==> src/rtl/pix_subsample_gate_pkg.sv <==
package pix_subsample_gate_pkg;
  localparam int unsigned HINC_W    = 17;
  localparam int unsigned PHASE_W   = 16;
  localparam int unsigned VSTEP_W   = 7;
  localparam int unsigned VSTEP_MIN = 3;
endpackage

==> src/rtl/sub_gate_cfg.sv <==
module sub_gate_cfg #(
  parameter int unsigned HINC_W    = 17,
  parameter int unsigned VSTEP_W   = 7,
  parameter int unsigned VSTEP_MIN = 3
) (
  input  logic               clk,
  input  logic               rst_n,
  input  logic               load_i,
  input  logic [HINC_W-1:0]  hinc_i,
  input  logic [VSTEP_W-1:0] vstep_i,
  output logic [HINC_W-1:0]  hinc_eff_o,
  output logic [VSTEP_W-1:0] vstep_eff_o,
  output logic [HINC_W-1:0]  hinc_shadow_o
);
  localparam logic [VSTEP_W-1:0] STEP_FLOOR = VSTEP_W'(VSTEP_MIN);

  logic [HINC_W-1:0]  hinc_q, hinc_d;
  logic [VSTEP_W-1:0] vstep_q, vstep_d;
  logic [VSTEP_W-1:0] vstep_clamped;

  // clamp programmed step so the counter always has a defined wrap point
  always_comb begin
    vstep_clamped = (vstep_i < STEP_FLOOR) ? STEP_FLOOR : vstep_i;
    hinc_d        = load_i ? hinc_i : hinc_q;
    vstep_d       = load_i ? vstep_clamped : vstep_q;
  end

  always_ff @(posedge clk or negedge rst_n) begin
    if (!rst_n) begin
      hinc_q  <= '0;
      vstep_q <= STEP_FLOOR;
    end else if (load_i) begin
      hinc_q  <= hinc_d;
      vstep_q <= vstep_d;
    end
  end

  // values captured in a strobe cycle apply to that cycle already
  assign hinc_eff_o    = hinc_d;
  assign vstep_eff_o   = vstep_d;
  assign hinc_shadow_o = hinc_q;
endmodule

==> src/rtl/sub_gate_hphase.sv <==
module sub_gate_hphase #(
  parameter int unsigned HINC_W  = 17,
  parameter int unsigned PHASE_W = 16
) (
  input  logic               clk,
  input  logic               rst_n,
  input  logic               pix_valid_i,
  input  logic               line_start_i,
  input  logic [HINC_W-1:0]  hinc_i,
  output logic               hit_o,
  output logic [PHASE_W-1:0] phase_o
);
  localparam int unsigned SUM_W = ((HINC_W > PHASE_W) ? HINC_W : PHASE_W) + 1;

  logic [PHASE_W-1:0] acc_q, acc_d, acc_base;
  logic [SUM_W-1:0]   sum;
  logic               acc_en;

  always_comb begin
    acc_base = line_start_i ? '0 : acc_q;
    sum      = SUM_W'(acc_base) + SUM_W'(hinc_i);
    // carry out of the top phase bit selects the pixel
    hit_o    = pix_valid_i && (sum[SUM_W-1:PHASE_W] != '0);
    acc_en   = pix_valid_i || line_start_i;
    acc_d    = pix_valid_i ? sum[PHASE_W-1:0] : '0;
  end

  always_ff @(posedge clk or negedge rst_n) begin
    if (!rst_n) begin
      acc_q <= '0;
    end else if (acc_en) begin
      acc_q <= acc_d;
    end
  end

  assign phase_o = acc_q;
endmodule

==> src/rtl/sub_gate_vline.sv <==
module sub_gate_vline #(
  parameter int unsigned VSTEP_W = 7
) (
  input  logic               clk,
  input  logic               rst_n,
  input  logic               line_start_i,
  input  logic               frame_start_i,
  input  logic [VSTEP_W-1:0] vstep_i,
  output logic               line_sel_o,
  output logic [VSTEP_W-1:0] count_o
);
  logic [VSTEP_W-1:0] cnt_q, cnt_cur, wrap_at;
  logic               cnt_en;

  always_comb begin
    wrap_at = vstep_i - VSTEP_W'(1);
    if (frame_start_i) begin
      cnt_cur = '0;
    end else if (line_start_i) begin
      cnt_cur = (cnt_q >= wrap_at) ? '0 : cnt_q + VSTEP_W'(1);
    end else begin
      cnt_cur = cnt_q;
    end
    line_sel_o = (cnt_cur == '0);
    cnt_en     = frame_start_i || line_start_i;
  end

  always_ff @(posedge clk or negedge rst_n) begin
    if (!rst_n) begin
      cnt_q <= '0;
    end else if (cnt_en) begin
      cnt_q <= cnt_cur;
    end
  end

  assign count_o = cnt_q;
endmodule

==> src/rtl/pix_subsample_gate.sv <==
module pix_subsample_gate
  import pix_subsample_gate_pkg::*;
(
  input  logic               clk,
  input  logic               rst_n,
  input  logic               pix_valid_i,
  input  logic               line_start_i,
  input  logic               frame_start_i,
  input  logic               cfg_update_i,
  input  logic [HINC_W-1:0]  cfg_hinc_i,
  input  logic [VSTEP_W-1:0] cfg_vstep_i,
  output logic               pix_valid_q_o,
  output logic               sample_en_o
);
  logic [HINC_W-1:0]  hinc_eff, hinc_shadow;
  logic [VSTEP_W-1:0] vstep_eff, v_cnt;
  logic [PHASE_W-1:0] h_acc;
  logic               cfg_load, h_hit, v_sel;
  logic               en_d, en_q, vld_q;

  assign cfg_load = frame_start_i || cfg_update_i;

  sub_gate_cfg #(
    .HINC_W(HINC_W), .VSTEP_W(VSTEP_W), .VSTEP_MIN(VSTEP_MIN)
  ) u_cfg (
    .clk(clk), .rst_n(rst_n), .load_i(cfg_load),
    .hinc_i(cfg_hinc_i), .vstep_i(cfg_vstep_i),
    .hinc_eff_o(hinc_eff), .vstep_eff_o(vstep_eff), .hinc_shadow_o(hinc_shadow)
  );

  sub_gate_hphase #(
    .HINC_W(HINC_W), .PHASE_W(PHASE_W)
  ) u_hphase (
    .clk(clk), .rst_n(rst_n), .pix_valid_i(pix_valid_i),
    .line_start_i(line_start_i), .hinc_i(hinc_eff),
    .hit_o(h_hit), .phase_o(h_acc)
  );

  sub_gate_vline #(
    .VSTEP_W(VSTEP_W)
  ) u_vline (
    .clk(clk), .rst_n(rst_n), .line_start_i(line_start_i),
    .frame_start_i(frame_start_i), .vstep_i(vstep_eff),
    .line_sel_o(v_sel), .count_o(v_cnt)
  );

  always_comb begin
    en_d = h_hit && v_sel;
  end

  always_ff @(posedge clk or negedge rst_n) begin
    if (!rst_n) begin
      en_q  <= 1'b0;
      vld_q <= 1'b0;
    end else begin
      en_q  <= en_d;
      vld_q <= pix_valid_i;
    end
  end

  assign sample_en_o   = en_q;
  assign pix_valid_q_o = vld_q;
endmodule

==> config.mk <==
export PLATFORM = sky130hd
export DESIGN_NAME = pix_subsample_gate
export DESIGN_NICKNAME = d
export VERILOG_FILES = /design/src/rtl/pix_subsample_gate_pkg.sv /design/src/rtl/sub_gate_cfg.sv /design/src/rtl/sub_gate_hphase.sv /design/src/rtl/sub_gate_vline.sv /design/src/rtl/pix_subsample_gate.sv
export SDC_FILE = /design/constraint.sdc
export NUM_CORES = 1
export LEC_CHECK = 0
export ABC_AREA = 0
export BUFFER_PORTS_ARGS = -buffer_cell sky130_fd_sc_hd__buf_2
export CAP_MARGIN = 0
export CORE_UTILIZATION = 60
export DETAILED_ROUTE_END_ITERATION = 6
export PLACE_DENSITY = 0.85
export SYNTH_ARGS = -nofsm -noshare
export SYNTH_HDL_FRONTEND = slang
export SYNTH_HIERARCHICAL = 1
export SYNTH_SLANG_ARGS = --single-unit
==> constraint.sdc <==
create_clock -name clk -period 3 [get_ports clk]
set_input_delay 0.3 -clock clk [delete_from_list [all_inputs] [get_ports clk]]
set_output_delay 0.3 -clock clk [all_outputs]
set_load 0.005 [all_outputs]
# After elaboration in Yosys (flattened, before gate mapping)

Index checks and enable logic that the tools add are counted.

Bits of input ports: 30
Word-level logic and storage cells: 26
Flip-flop bits (word level): 49
Output and inout bits: 2

Magnitude comparators: 2
Reduce and logical (&&, ||, !) cells: 7
Mux-type cells: 8
$add $sub $neg: 3

Operators with widths:

| cell                                                                 | number |
|---|---|
| 7-bit 2-to-1 mux                                                     | 5 |
| 16-bit 2-to-1 mux                                                    | 2 |
| 16-bit by 17-bit adder with 18-bit output                            | 1 |
| 17-bit 2-to-1 mux                                                    | 1 |
| 7-bit by 1-bit adder with 7-bit output, second input constant        | 1 |
| 7-bit >= comparator                                                  | 1 |
| 7-bit logical NOT                                                    | 1 |
| 7-bit by 2-bit < comparator with 1-bit output, second input constant | 1 |
| 7-bit by 1-bit subtractor with 7-bit output, second input constant   | 1 |
| 1-bit logical OR                                                     | 3 |
| 1-bit logical AND                                                    | 2 |
| 2-bit nonzero test                                                   | 1 |

# Longest topological paths before layout

Gate-level depths: netlist (run 1).

Depth in word-level cells: 10
Gate-level depth with buffers: 15
Gate-level depth less buffers: 13

# Cells and area by module

The synthesis (run 1) kept the hierarchy.

Modules (own cells, without submodules):

| module             | area each (µm²) | seq. area each (µm²) | times used | cells each |
|---|---|---|---|---|
| sub_gate_hphase    | 1450.1          | 400.4                | 1          | 155 |
| sub_gate_cfg       | 1188.6          | 603.1                | 1          | 81 |
| sub_gate_vline     | 709.4           | 175.2                | 1          | 80 |
| pix_subsample_gate | 62.6            | 50.0                 | 1          | 4 |

# Worst setup path after synthesis (run 1)

OpenSTA, ideal clock, no wires.

Kind: input -> register
Start: input port cfg_update_i
End: register u_hphase.acc_q[8], in the netlist u_hphase/phase_o[8]
Stages: 12
Path buffers: 2
Data arrival time: 2.881 ns
Data required time: 2.881 ns
Setup slack: -0.001 ns
Setup time: 0.119 ns
Path through: or2_1 buf_2 buf_4 mux2_2 ha_1 fa_1 a21o_1 a21oi_1 o21ai_2 a311o_1 nand3_1 a21bo_2

Longest elaborated chain between the ends: 4

RTL lines:

| element                                   | RTL line                 | RTL |
|---|---|---|
| start: declaration                        | pix_subsample_gate.sv:9  | `input logic cfg_update_i,` |
| 1-bit logical OR                          | pix_subsample_gate.sv:21 | `assign cfg_load = frame_start_i \|\| cfg_update_i;` |
| 17-bit 2-to-1 mux                         | sub_gate_cfg.sv:24       | `hinc_d = load_i ? hinc_i : hinc_q;` |
| via hinc_eff[0]                           | pix_subsample_gate.sv:15 | `logic [HINC_W-1:0] hinc_eff, hinc_shadow;` |
| 16-bit by 17-bit adder with 18-bit output | sub_gate_hphase.sv:21    | `sum = SUM_W'(acc_base) + SUM_W'(hinc_i);` |
| 16-bit 2-to-1 mux                         | sub_gate_hphase.sv:25    | `acc_d = pix_valid_i ? sum[PHASE_W-1:0] : '0;` |
| end signal: assignment                    | sub_gate_hphase.sv:30    | `acc_q <= '0;` |
| end signal: assignment                    | sub_gate_hphase.sv:32    | `acc_q <= acc_d;` |
| end: declaration                          | sub_gate_hphase.sv:15    | `logic [PHASE_W-1:0] acc_q, acc_d, acc_base;` |

The timed path passes the listed nets, and every way through them passes these cells.
A chain may end at the register's enable or synchronous reset.

# Worst setup path in the final report (run 1)

Start: input port cfg_update_i
End: register en_q, in the netlist sample_en_o

Elaborated cells between the ends (all ways): 13
Those cells by class: add/sub (2); order compare (1); mux (5); reduce/logical (5)

RTL lines:

| element                                   | RTL line                 | RTL |
|---|---|---|
| 1-bit logical OR                          | pix_subsample_gate.sv:21 |  |
| via cfg_load                              | pix_subsample_gate.sv:18 | `logic cfg_load, h_hit, v_sel;` |
| 17-bit 2-to-1 mux                         | sub_gate_cfg.sv:24       |  |
| via hinc_eff[2]                           | pix_subsample_gate.sv:15 |  |
| 16-bit by 17-bit adder with 18-bit output | sub_gate_hphase.sv:21    |  |
| 2-bit nonzero test                        | sub_gate_hphase.sv:23    | `hit_o = pix_valid_i && (sum[SUM_W-1:PHASE_W] != '0);` |
| 1-bit logical AND                         | sub_gate_hphase.sv:23    |  |
| via h_hit                                 | pix_subsample_gate.sv:18 |  |
| 1-bit logical AND                         | pix_subsample_gate.sv:48 | `en_d = h_hit && v_sel;` |
| via en_d                                  | pix_subsample_gate.sv:19 | `logic en_d, en_q, vld_q;` |
| end signal: assignment                    | pix_subsample_gate.sv:56 | `en_q <= en_d;` |
| end: declaration                          | pix_subsample_gate.sv:19 |  |

The timed path passes the listed nets, and every way through them passes these cells.

==> flow_metrics.env, run 1 <==
export IMPL_status="finished, final reports clean"
export IMPL_drt_iter0_markers=96
export IMPL_post_cts_resized=0
export IMPL_drc=0
export IMPL_area_growth_pct=14.3
export IMPL_clockRootBuffer="clkbuf_8"
export IMPL_postCtsHoldBufs=0
export IMPL_startpoint_type="primary input"
export IMPL_pin_count=32
export IMPL_synth_avg_cell_area_um2=10.7
export IMPL_synth_seq_cells=49
export IMPL_numCtsBuffers=5
export IMPL_ir_drop_uv=271
export IMPL_die_area_um2=5990
export IMPL_vias=2643
export IMPL_cts_reportedPaths_clkPinSlew_ps=90
export IMPL_crit_required_ps=3190
export IMPL_die_y_um=77.4
export IMPL_io_buffer_count=31
export IMPL_drive_above_1_share=0.357
export IMPL_tightest_slew_ps=1080
export IMPL_worstPathArrival_ps=3020
export IMPL_layout_nets=428
export IMPL_path_cells="buf_2, or2_2, buf_4, mux2_2, ha_1, a21o_1, a21oi_2, o31a_2, o21ai_1, nand3b_1, o221a_2, and2_1"
export IMPL_synth_ff_type="dfrtp_1"
export IMPL_async_flop_share=1.00
export IMPL_netlist_area_um2=3410
export IMPL_end_kind="flip-flop"
export IMPL_synth_nets=376
export IMPL_ant_nets=0
export IMPL_multiInputGateArea_um2=2090
export IMPL_clk_latency_ps=300
export IMPL_setup_viol=0
export IMPL_min_period_over_period=0.943
export IMPL_cp_slowest_stage_delay_ps=450
export IMPL_hold_ws_ps=195
export IMPL_synth_edf_count=0
export IMPL_grt_pass1_vias=2741
export IMPL_reg2reg_slack_ps=390
export IMPL_worstHoldPathType="in -> async"
export IMPL_cpMaxStageDelayCell="or2_2"
export IMPL_grt_first_pass_wirelength_mm=11.9
export IMPL_die_x_um=77.4
export IMPL_fillCellCount=393
export IMPL_path_delay_family="compound AO/OA/AOI/OAI gates"
export IMPL_rows=27
export IMPL_start_util=0.619
export IMPL_crit_type="in -> reg"
export IMPL_dp_hpwl_mm=5.18
export IMPL_synth_seq_area_share=0.360
export IMPL_diodes=0
export IMPL_routedWlPerCell_um=15.8
export IMPL_crit_buf_inv=2
export IMPL_rsz0062_at_grt="no"
export IMPL_drv_cap=0
export IMPL_register_area_um2=1230
export IMPL_fin_crit_ps=2830
export IMPL_final_max_slew_viol_count=0
export IMPL_firstDrtPassIters=4
export IMPL_skew_ps=4.54
export IMPL_yosysUniqueCellTypes=62
export IMPL_p_per_area_nw_per_um2=500
export IMPL_slew_limit_headroom=0.281
export IMPL_grt_use_total=0.250
export IMPL_clockBufferDepth=2
export IMPL_cp_max_fo=13
export IMPL_p_leak_nw=1.78
export IMPL_grt_max_degree=50
export IMPL_gp_congestion=0.886
export IMPL_htree_levels=2
export IMPL_routed_wl_mm=7.02
export IMPL_synth_cells=320
export IMPL_grt_ovfl_total=0
export IMPL_core_area_um2=5510
export IMPL_cts_tree="built"
export IMPL_cts_sinks=49
export IMPL_viasPerCell=5.94
export IMPL_hold_viol=0
export IMPL_total_power_w=0.00195
export IMPL_fmax_mhz=354
export IMPL_grt_antenna_before_repair=0
export IMPL_cts_setup_buffers=0
export IMPL_yosysWarnings=6
flip-flops by register name, summed over array words and instances (netlist names):
register / flops
u_hphase/phase_o: 16
pix_valid_q_o: 1
sample_en_o: 1
u_cfg/vstep_q: 7
u_cfg/hinc_shadow_o: 17
u_vline/count_o: 7
where the power goes:
group          switching (W)  internal [W]  total (W)
Clock               0.000219      0.000209   0.000428
Combinational       0.000362      0.000370   0.000732
Sequential         0.0000319      0.000760   0.000792
synthesized netlist by cell type (all sizes together), types with 2 or more instances:
cell type / number / area share
nand3: 6 / 0.0088
a21oi: 16 / 0.026
buf: 9 / 0.016
o21ai: 13 / 0.020
a211o: 2 / 0.0051
o2111ai: 3 / 0.0077
ha: 25 / 0.092
nor2: 13 / 0.014
dfstp: 2 / 0.015
nor3: 7 / 0.010
inv: 9 / 0.0099
mux2: 55 / 0.18
or3: 2 / 0.0037
o31a: 2 / 0.0055
and2: 2 / 0.0037
nand2: 12 / 0.013
nor2b: 18 / 0.033
o31ai: 2 / 0.0059
a21o: 7 / 0.015
nand2b: 5 / 0.0092
clkbuf: 2 / 0.0022
dfrtp: 47 / 0.34
nand4: 4 / 0.0092
a21boi: 2 / 0.0044
xor2: 9 / 0.023
a211oi: 6 / 0.013
mux2i: 3 / 0.0088
o21a: 2 / 0.0044
a221oi: 2 / 0.0070
nand3b: 2 / 0.0044
xnor2: 10 / 0.026
metal layers:
layer  global-route usage  vias up  part of all wire
li1                     -     1282                 -
met1                0.290     1296              0.43
met2                0.470       55              0.52
met3               0.0329       10             0.030
met4               0.0849        0             0.012
met5                    0        -                 0
through the flow:
step                      std cells  TNS, ps  instance area [um^2]   util  worst slack [ps]
final                           445        0                  3900  0.708               172
after global routing            445        0                  3900  0.708              25.9
after CTS                       445        0                  3900  0.708               191
after detailed placement        437     -591                  3800  0.690              -124
after global placement          437     -227                  3800  0.690             -66.4
after floorplan                 320        0                  3410      -              24.2
layout make-up:
type | count | area share
inverters | 10 | 0.00962
well taps | 72 | 0.0231
clock inverters | 1 | 0.00128
repair buffers | 56 | 0.0911
clock buffers | 7 | 0.0247
multi-input cells | 250 | 0.535
flip-flops and latches | 49 | 0.315
path summary, 6_finish.rpt:
kind / start / to / depth (start not counted)
worst max-delay path: cfg_update_i / sample_en_o$_DFF_PN0_ / 12
min in group clk: cfg_hinc_i[2] / u_cfg/hinc_shadow_o[2]$_DFFE_PN0P_ / 2
worst max register to register: u_cfg/vstep_q[1]$_DFFE_PN1P_ / sample_en_o$_DFF_PN0_ / 11
worst min register to register: u_cfg/vstep_q[5]$_DFFE_PN0P_ / u_cfg/vstep_q[5]$_DFFE_PN0P_ / 1
worst min-delay path: rst_n / u_vline/count_o[4]$_DFFE_PN0P_ / 1
max in group asynchronous: rst_n / u_hphase/phase_o[1]$_DFFE_PN0P_ / 1
layout by cell type (no fill, tap or decap), types with 2 or more instances in the layout:
master     instances
mux2i_1            3
o21ai_1            9
nand2_1           12
nand2b_1           5
dfrtp_1           47
and2_1             2
a211oi_1           6
nand3b_1           2
a21oi_2            3
a21oi_1           13
o2111ai_1          3
clkbuf_8           7
xnor2_1           10
ha_1              25
xor2_1             9
buf_4             24
a211o_1            2
o21a_1             2
a21boi_0           2
mux2_2            54
or3_1              2
o21ai_0            3
nor2_1            13
inv_1              9
nor2b_1           18
a21o_1             7
buf_2             31
nand3_1            6
nor3_1             7
nand4_1            3
dfstp_2            2
kinds of logic after synthesis:
| group | share of synthesized area |
|---|---|
| XOR/XNOR | 0.0488 |
| AND/OR/NAND/NOR | 0.127 |
| flip-flops | 0.360 |
| multiplexers | 0.191 |
| adder cells (fa/ha/maj) | 0.0976 |
| AO/OA/AOI/OAI | 0.146 |
| buffers and inverters | 0.0290 |
(Power assumes the default switching activity.)
==> run 2: changes to the inputs <==
--- a/config.mk
+++ b/config.mk
@@ -8,9 +8,9 @@
 export ABC_AREA = 0
 export BUFFER_PORTS_ARGS = -buffer_cell sky130_fd_sc_hd__buf_2
 export CAP_MARGIN = 0
-export CORE_UTILIZATION = 60
+export CORE_UTILIZATION = 55
 export DETAILED_ROUTE_END_ITERATION = 6
-export PLACE_DENSITY = 0.85
+export PLACE_DENSITY = 0.79
 export SYNTH_ARGS = -nofsm -noshare
 export SYNTH_HDL_FRONTEND = slang
 export SYNTH_HIERARCHICAL = 1
==> flow_metrics.env, run 2 (synthesis results as in run 1) <==
export IMPL_use_met2=0.436
export IMPL_ant_nets=0
export IMPL_grt_use_total=0.238
export IMPL_finalSetupTns_ps=0
export IMPL_clockRootBuffer="clkbuf_8"
export IMPL_final_common_cell="mux2_2"
export IMPL_drc=0
export IMPL_grt_first_pass_wirelength_mm=11.9
export IMPL_path_cells="buf_2, or4_4, o21ai_1, inv_1, ha_1, nand3b_1, xor2_1, ha_1, a21oi_1, o21a_1, o21ai_1, a221o_1, and2_1"
export IMPL_min_period_over_period=0.920
export IMPL_end_kind="flip-flop"
export IMPL_die_y_um=80.8
export IMPL_power_switching_w=0.000613
export IMPL_cts_sinks=49
export IMPL_cts_tree="built"
export IMPL_fmax_mhz=362
export IMPL_clockBufferDepth=2
export IMPL_firstDrtPassIters=4
export IMPL_rsz0062_at_grt="no"
export IMPL_cpMaxStageDelayCell="or4_4"
export IMPL_combPwrFrac=0.377
export IMPL_grt_antenna_before_repair=0
export IMPL_tightest_slew_ps=1090
export IMPL_p_int_w=0.00134
export IMPL_vias=2639
export IMPL_clkPwrFrac=0.218
export IMPL_status="finished, final reports clean"
export IMPL_grt_busiest_layer="met2"
export IMPL_startpoint_type="primary input"
export IMPL_p_leak_nw=1.80
export IMPL_crit_required_ps=3200
export IMPL_fin_crit_ps=2760
export IMPL_drive_above_1_share=0.360
export IMPL_drt_iter0_markers=104
export IMPL_dp_hpwl_mm=5.27
export IMPL_skew_ps=8.82
export IMPL_layout_nets=430
export IMPL_crit_type="in -> reg"
export IMPL_layout_common_cells="54 x mux2_2, 47 x dfrtp_1, 31 x buf_2"
export IMPL_cts_reportedPaths_clkPinSlew_ps=90
export IMPL_area_growth_pct=15.0
export IMPL_grt_pass1_vias=2725
export IMPL_clk_latency_ps=300
export IMPL_drv_cap=0
export IMPL_fin_area_um2=3920
export IMPL_fin_util=0.658
export IMPL_core_area_um2=5960
export IMPL_cp_max_fo=4
export IMPL_met1_usage=0.279
export IMPL_rows=28
export IMPL_switching_share=0.314
export IMPL_die_area_um2=6520
export IMPL_io_buffer_count=31
export IMPL_grt_max_degree=50
export IMPL_slew_limit_headroom=0.273
export IMPL_largest_reg_flops=17
export IMPL_pin_count=32
export IMPL_diodes=0
export IMPL_die_x_um=80.8
export IMPL_routed_wl_mm=7.05
export IMPL_numCtsBuffers=5
export IMPL_gp_congestion=0.882
export IMPL_p_per_area_nw_per_um2=499
export IMPL_ir_drop_uv=223
export IMPL_worstPathArrival_ps=2960
export IMPL_grtUsageMet3=0.0539
export IMPL_total_power_w=0.00196
export IMPL_routedWlPerCell_um=15.7
export IMPL_hold_viol=0
export IMPL_viasPerCell=5.86
export IMPL_htree_levels=2
export IMPL_worstHoldPathType="in -> async"
export IMPL_final_max_slew_viol_count=0
export IMPL_start_util=0.573
export IMPL_grt_ovfl_total=0
export IMPL_cp_slowest_stage_delay_ps=560
export IMPL_pwr_share_seq=0.405
export IMPL_cts_setup_buffers=0
export IMPL_setup_viol=0
export IMPL_placed_area_um2=3820
export IMPL_fillCellCount=459
-- run 2: cell types whose count changed in the layout (fill, tap and decap cells not counted) --
cell	previous run	this run
buf_4	24	26
or2_2	1	0
or2_4	0	1
-- run 2: what timing repair did --
item                                   CTS  global route
endpoints found under the hold margin    0             0
resized for setup                        0             1
setup endpoints to repair                0             1
hold buffers                             0             0
-- run 2: cell type report --
class,count,area [um^2],area share
clock inverter,1,5.00,0.00128
inverter,10,37.5,0.00957
multi-input combinational,250,2090,0.533
timing repair buffer,58,370,0.0944
sequential,49,1230,0.313
tap,75,93.8,0.0239
clock buffer,7,96.3,0.0246
-- run 2: path summary, 6_finish.rpt --
path | slack (ps) | cells after the start | from | to
worst max-delay path | 240 | 13 | cfg_vstep_i[6] | sample_en_o$_DFF_PN0_
worst min register to register | 510 | 1 | u_cfg/hinc_shadow_o[8]$_DFFE_PN0P_ | u_cfg/hinc_shadow_o[8]$_DFFE_PN0P_
worst max register to register | 380 | 12 | u_cfg/vstep_q[0]$_DFFE_PN1P_ | sample_en_o$_DFF_PN0_
min in group clk | 230 | 2 | cfg_hinc_i[5] | u_cfg/hinc_shadow_o[5]$_DFFE_PN0P_
max in group asynchronous | 2150 | 1 | rst_n | u_cfg/hinc_shadow_o[13]$_DFFE_PN0P_
worst min-delay path | 190 | 1 | rst_n | u_vline/count_o[3]$_DFFE_PN0P_
-- run 2: critical path: cells and delay by family --
| family | cells | cell delay [ps] |
|---|---|---|
| compound gates | 5 | 970 |
| simple gates | 3 | 820 |
| fa+ha+maj | 2 | 500 |
| buf+inv | 2 | 190 |
| xor+xnor | 1 | 170 |
-- run 2: metal layers --
layer | vias up | part of all wire
met3 | 8 | 0.030
met4 | 0 | 0.0092
met1 | 1286 | 0.44
li1 | 1286 | -
met2 | 59 | 0.52
met5 | - | 0
-- run 2: power by group through the flow --
stage	clock (W)	combinational [W]	sequential (W)
CTS	0.000439	0.000731	0.000794
floorplan	0	0.000525	0.000794
global placement	0	0.000699	0.000801
global route	0.000470	0.000816	0.000808
finish	0.000427	0.000737	0.000792
detailed placement	0	0.000726	0.000807
-- run 2: through the flow --
| stage | hold WS, ps | instances | setup slack (ps) |
|---|---|---|---|
| floorplan | 4.41 | 320 | 24.2 |
| global placement | 484 | 442 | -79.6 |
| detailed placement | 494 | 442 | -146 |
| CTS | 226 | 450 | 183 |
| global route | 224 | 450 | 70.2 |
| finish | 193 | 450 | 241 |
==> run 3: changes to the inputs <==
--- a/config.mk
+++ b/config.mk
@@ -8,9 +8,10 @@
 export ABC_AREA = 0
 export BUFFER_PORTS_ARGS = -buffer_cell sky130_fd_sc_hd__buf_2
 export CAP_MARGIN = 0
-export CORE_UTILIZATION = 55
+export CORE_UTILIZATION = 40
 export DETAILED_ROUTE_END_ITERATION = 6
-export PLACE_DENSITY = 0.79
+export PLACE_DENSITY = 0.62
+export SETUP_SLACK_MARGIN = 0.15
 export SYNTH_ARGS = -nofsm -noshare
 export SYNTH_HDL_FRONTEND = slang
 export SYNTH_HIERARCHICAL = 1
==> flow_metrics.env, run 3 (synthesis results as in run 1) <==
export IMPL_routedWlPerCell_um=14.2
export IMPL_start_util=0.415
export IMPL_fmax_mhz=375
export IMPL_cts_tree="built"
export IMPL_crit_required_ps=3210
export IMPL_finalSetupTns_ps=0
export IMPL_cts_reportedPaths_clkPinSlew_ps=90
export IMPL_firstDrtPassIters=4
export IMPL_ant_nets=0
export IMPL_grt_ovfl_total=0
export IMPL_clk_latency_ps=310
export IMPL_post_place_ws_ps=-3.08
export IMPL_final_max_slew_viol_count=0
export IMPL_layout_nets=424
export IMPL_startpoint_type="primary input"
export IMPL_final_common_cell="mux2_2"
export IMPL_clockRootBuffer="clkbuf_8"
export IMPL_die_x_um=94.3
export IMPL_rows=33
export IMPL_grt_pass1_vias=2561
export IMPL_ir_drop_uv=226
export IMPL_gp_congestion=0.775
export IMPL_status="finished, final reports clean"
export IMPL_p_leak_nw=1.75
export IMPL_end_kind="flip-flop"
export IMPL_slew_limit_headroom=0.696
export IMPL_pin_count=32
export IMPL_setup_viol=0
export IMPL_tightest_slew_ps=457
export IMPL_crit_type="in -> reg"
export IMPL_cts_sinks=49
export IMPL_viasPerCell=5.25
export IMPL_core_area_um2=8220
export IMPL_grt_antenna_before_repair=0
export IMPL_grt_max_degree=36
export IMPL_fin_area_um2=3920
export IMPL_htree_levels=2
export IMPL_worstHoldPathType="in -> reg"
export IMPL_die_y_um=94.3
export IMPL_worstPathArrival_ps=2870
export IMPL_path_cells="buf_2, or2_2, buf_12, mux2i_2, o21ai_1, inv_1, ha_2, nand3b_1, xor2_1, ha_1, a21oi_1, o21a_1, o21ai_2, a221o_1, and2_1"
export IMPL_area_growth_pct=14.9
export IMPL_hold_ws_ps=229
export IMPL_clockBufferDepth=2
export IMPL_drc=0
export IMPL_p_per_area_nw_per_um2=488
export IMPL_dp_hpwl_mm=5.02
export IMPL_rsz0062_at_grt="no"
export IMPL_cp_slowest_stage_delay_ps=320
export IMPL_fin_crit_ps=2670
export IMPL_diodes=0
export IMPL_cpMaxStageDelayCell="or2_2"
export IMPL_drv_cap=0
export IMPL_hold_viol=0
export IMPL_grt_first_pass_wirelength_mm=11.7
export IMPL_placed_area_um2=3820
export IMPL_grt_use_total=0.168
export IMPL_routed_wl_mm=6.71
export IMPL_drive_above_1_share=0.355
export IMPL_layout_common_cells="54 x mux2_2, 47 x dfrtp_1, 31 x buf_2"
export IMPL_largest_reg_flops=17
export IMPL_numCtsBuffers=5
export IMPL_io_buffer_count=31
export IMPL_skew_ps=6.62
export IMPL_fin_ws_ps=334
export IMPL_drt_iter0_markers=65
export IMPL_cp_max_fo=27
export IMPL_die_area_um2=8900
export IMPL_min_period_over_period=0.889
export IMPL_vias=2489
==> run 3: cell count changes in the layout (fill, tap and decap cells not counted), sizes merged <==
cell,previous run,this run
buf,58,51
clkbuf,7,8
clkinv,2,1
dlygate4sd3,0,1
==> run 3: per-stage QoR <==
step                       util  power, W  instances
after floorplan               -   0.00132        320
after global placement    0.464   0.00149        465
after detailed placement  0.464   0.00151        465
after CTS                 0.477   0.00194        474
after global routing      0.477   0.00206        474
final                     0.477   0.00191        474
==> run 3: cell type report <==
cell class              count  area, um^2
clock buffers               8        90.1
fillers                   786        4300
inverters                  10        37.5
multi-input cells         250        2100
flip-flops and latches     49        1230
well taps                 105         131
repair buffers             52         328
==> run 3: repair_timing <==
item                                    CTS  global route
endpoints found under the setup margin    0             1
gates resized for setup                   0             1
buffers inserted                          0             0
hold buffers                              1             0
endpoints found under the hold margin    14             0
==> run 3: critical path, delay by kind of cell <==
kind	cells	cell delay [ps]
AO/OA/AOI/OAI	5	820
XOR/XNOR	1	150
adder cells (fa/ha/maj)	2	510
buffers and inverters	3	360
multiplexers	1	190
AND/OR/NAND/NOR	3	540
==> run 3: final timing paths <==
path	end	slack [ps]	cells past startpoint	start
min in group asynchronous	u_cfg/vstep_q[6]$_DFFE_PN0P_	430	2	rst_n
max	sample_en_o$_DFF_PN0_	330	15	cfg_update_i
min	u_cfg/hinc_shadow_o[9]$_DFFE_PN0P_	230	2	cfg_hinc_i[9]
max reg2reg	sample_en_o$_DFF_PN0_	490	11	u_cfg/vstep_q[1]$_DFFE_PN1P_
max in group asynchronous	u_cfg/vstep_q[0]$_DFFE_PN1P_	1780	3	rst_n
min reg2reg	u_cfg/hinc_shadow_o[10]$_DFFE_PN0P_	510	1	u_cfg/hinc_shadow_o[10]$_DFFE_PN0P_
==> run 3: per-layer routing <==
| metal | up-vias | global-route usage | share of wire |
|---|---|---|---|
| met5 | - | 0 | 0 |
| met3 | 8 | 0.0258 | 0.023 |
| met2 | 22 | 0.293 | 0.48 |
| met1 | 1190 | 0.215 | 0.48 |
| met4 | 0 | 0.0462 | 0.012 |
| li1 | 1269 | - | - |
==> run 3: where the power goes <==
group          internal (W)  total, W  switching, W
clock network      0.000189  0.000414      0.000226
logic              0.000361  0.000709      0.000347
registers          0.000760  0.000791     0.0000305
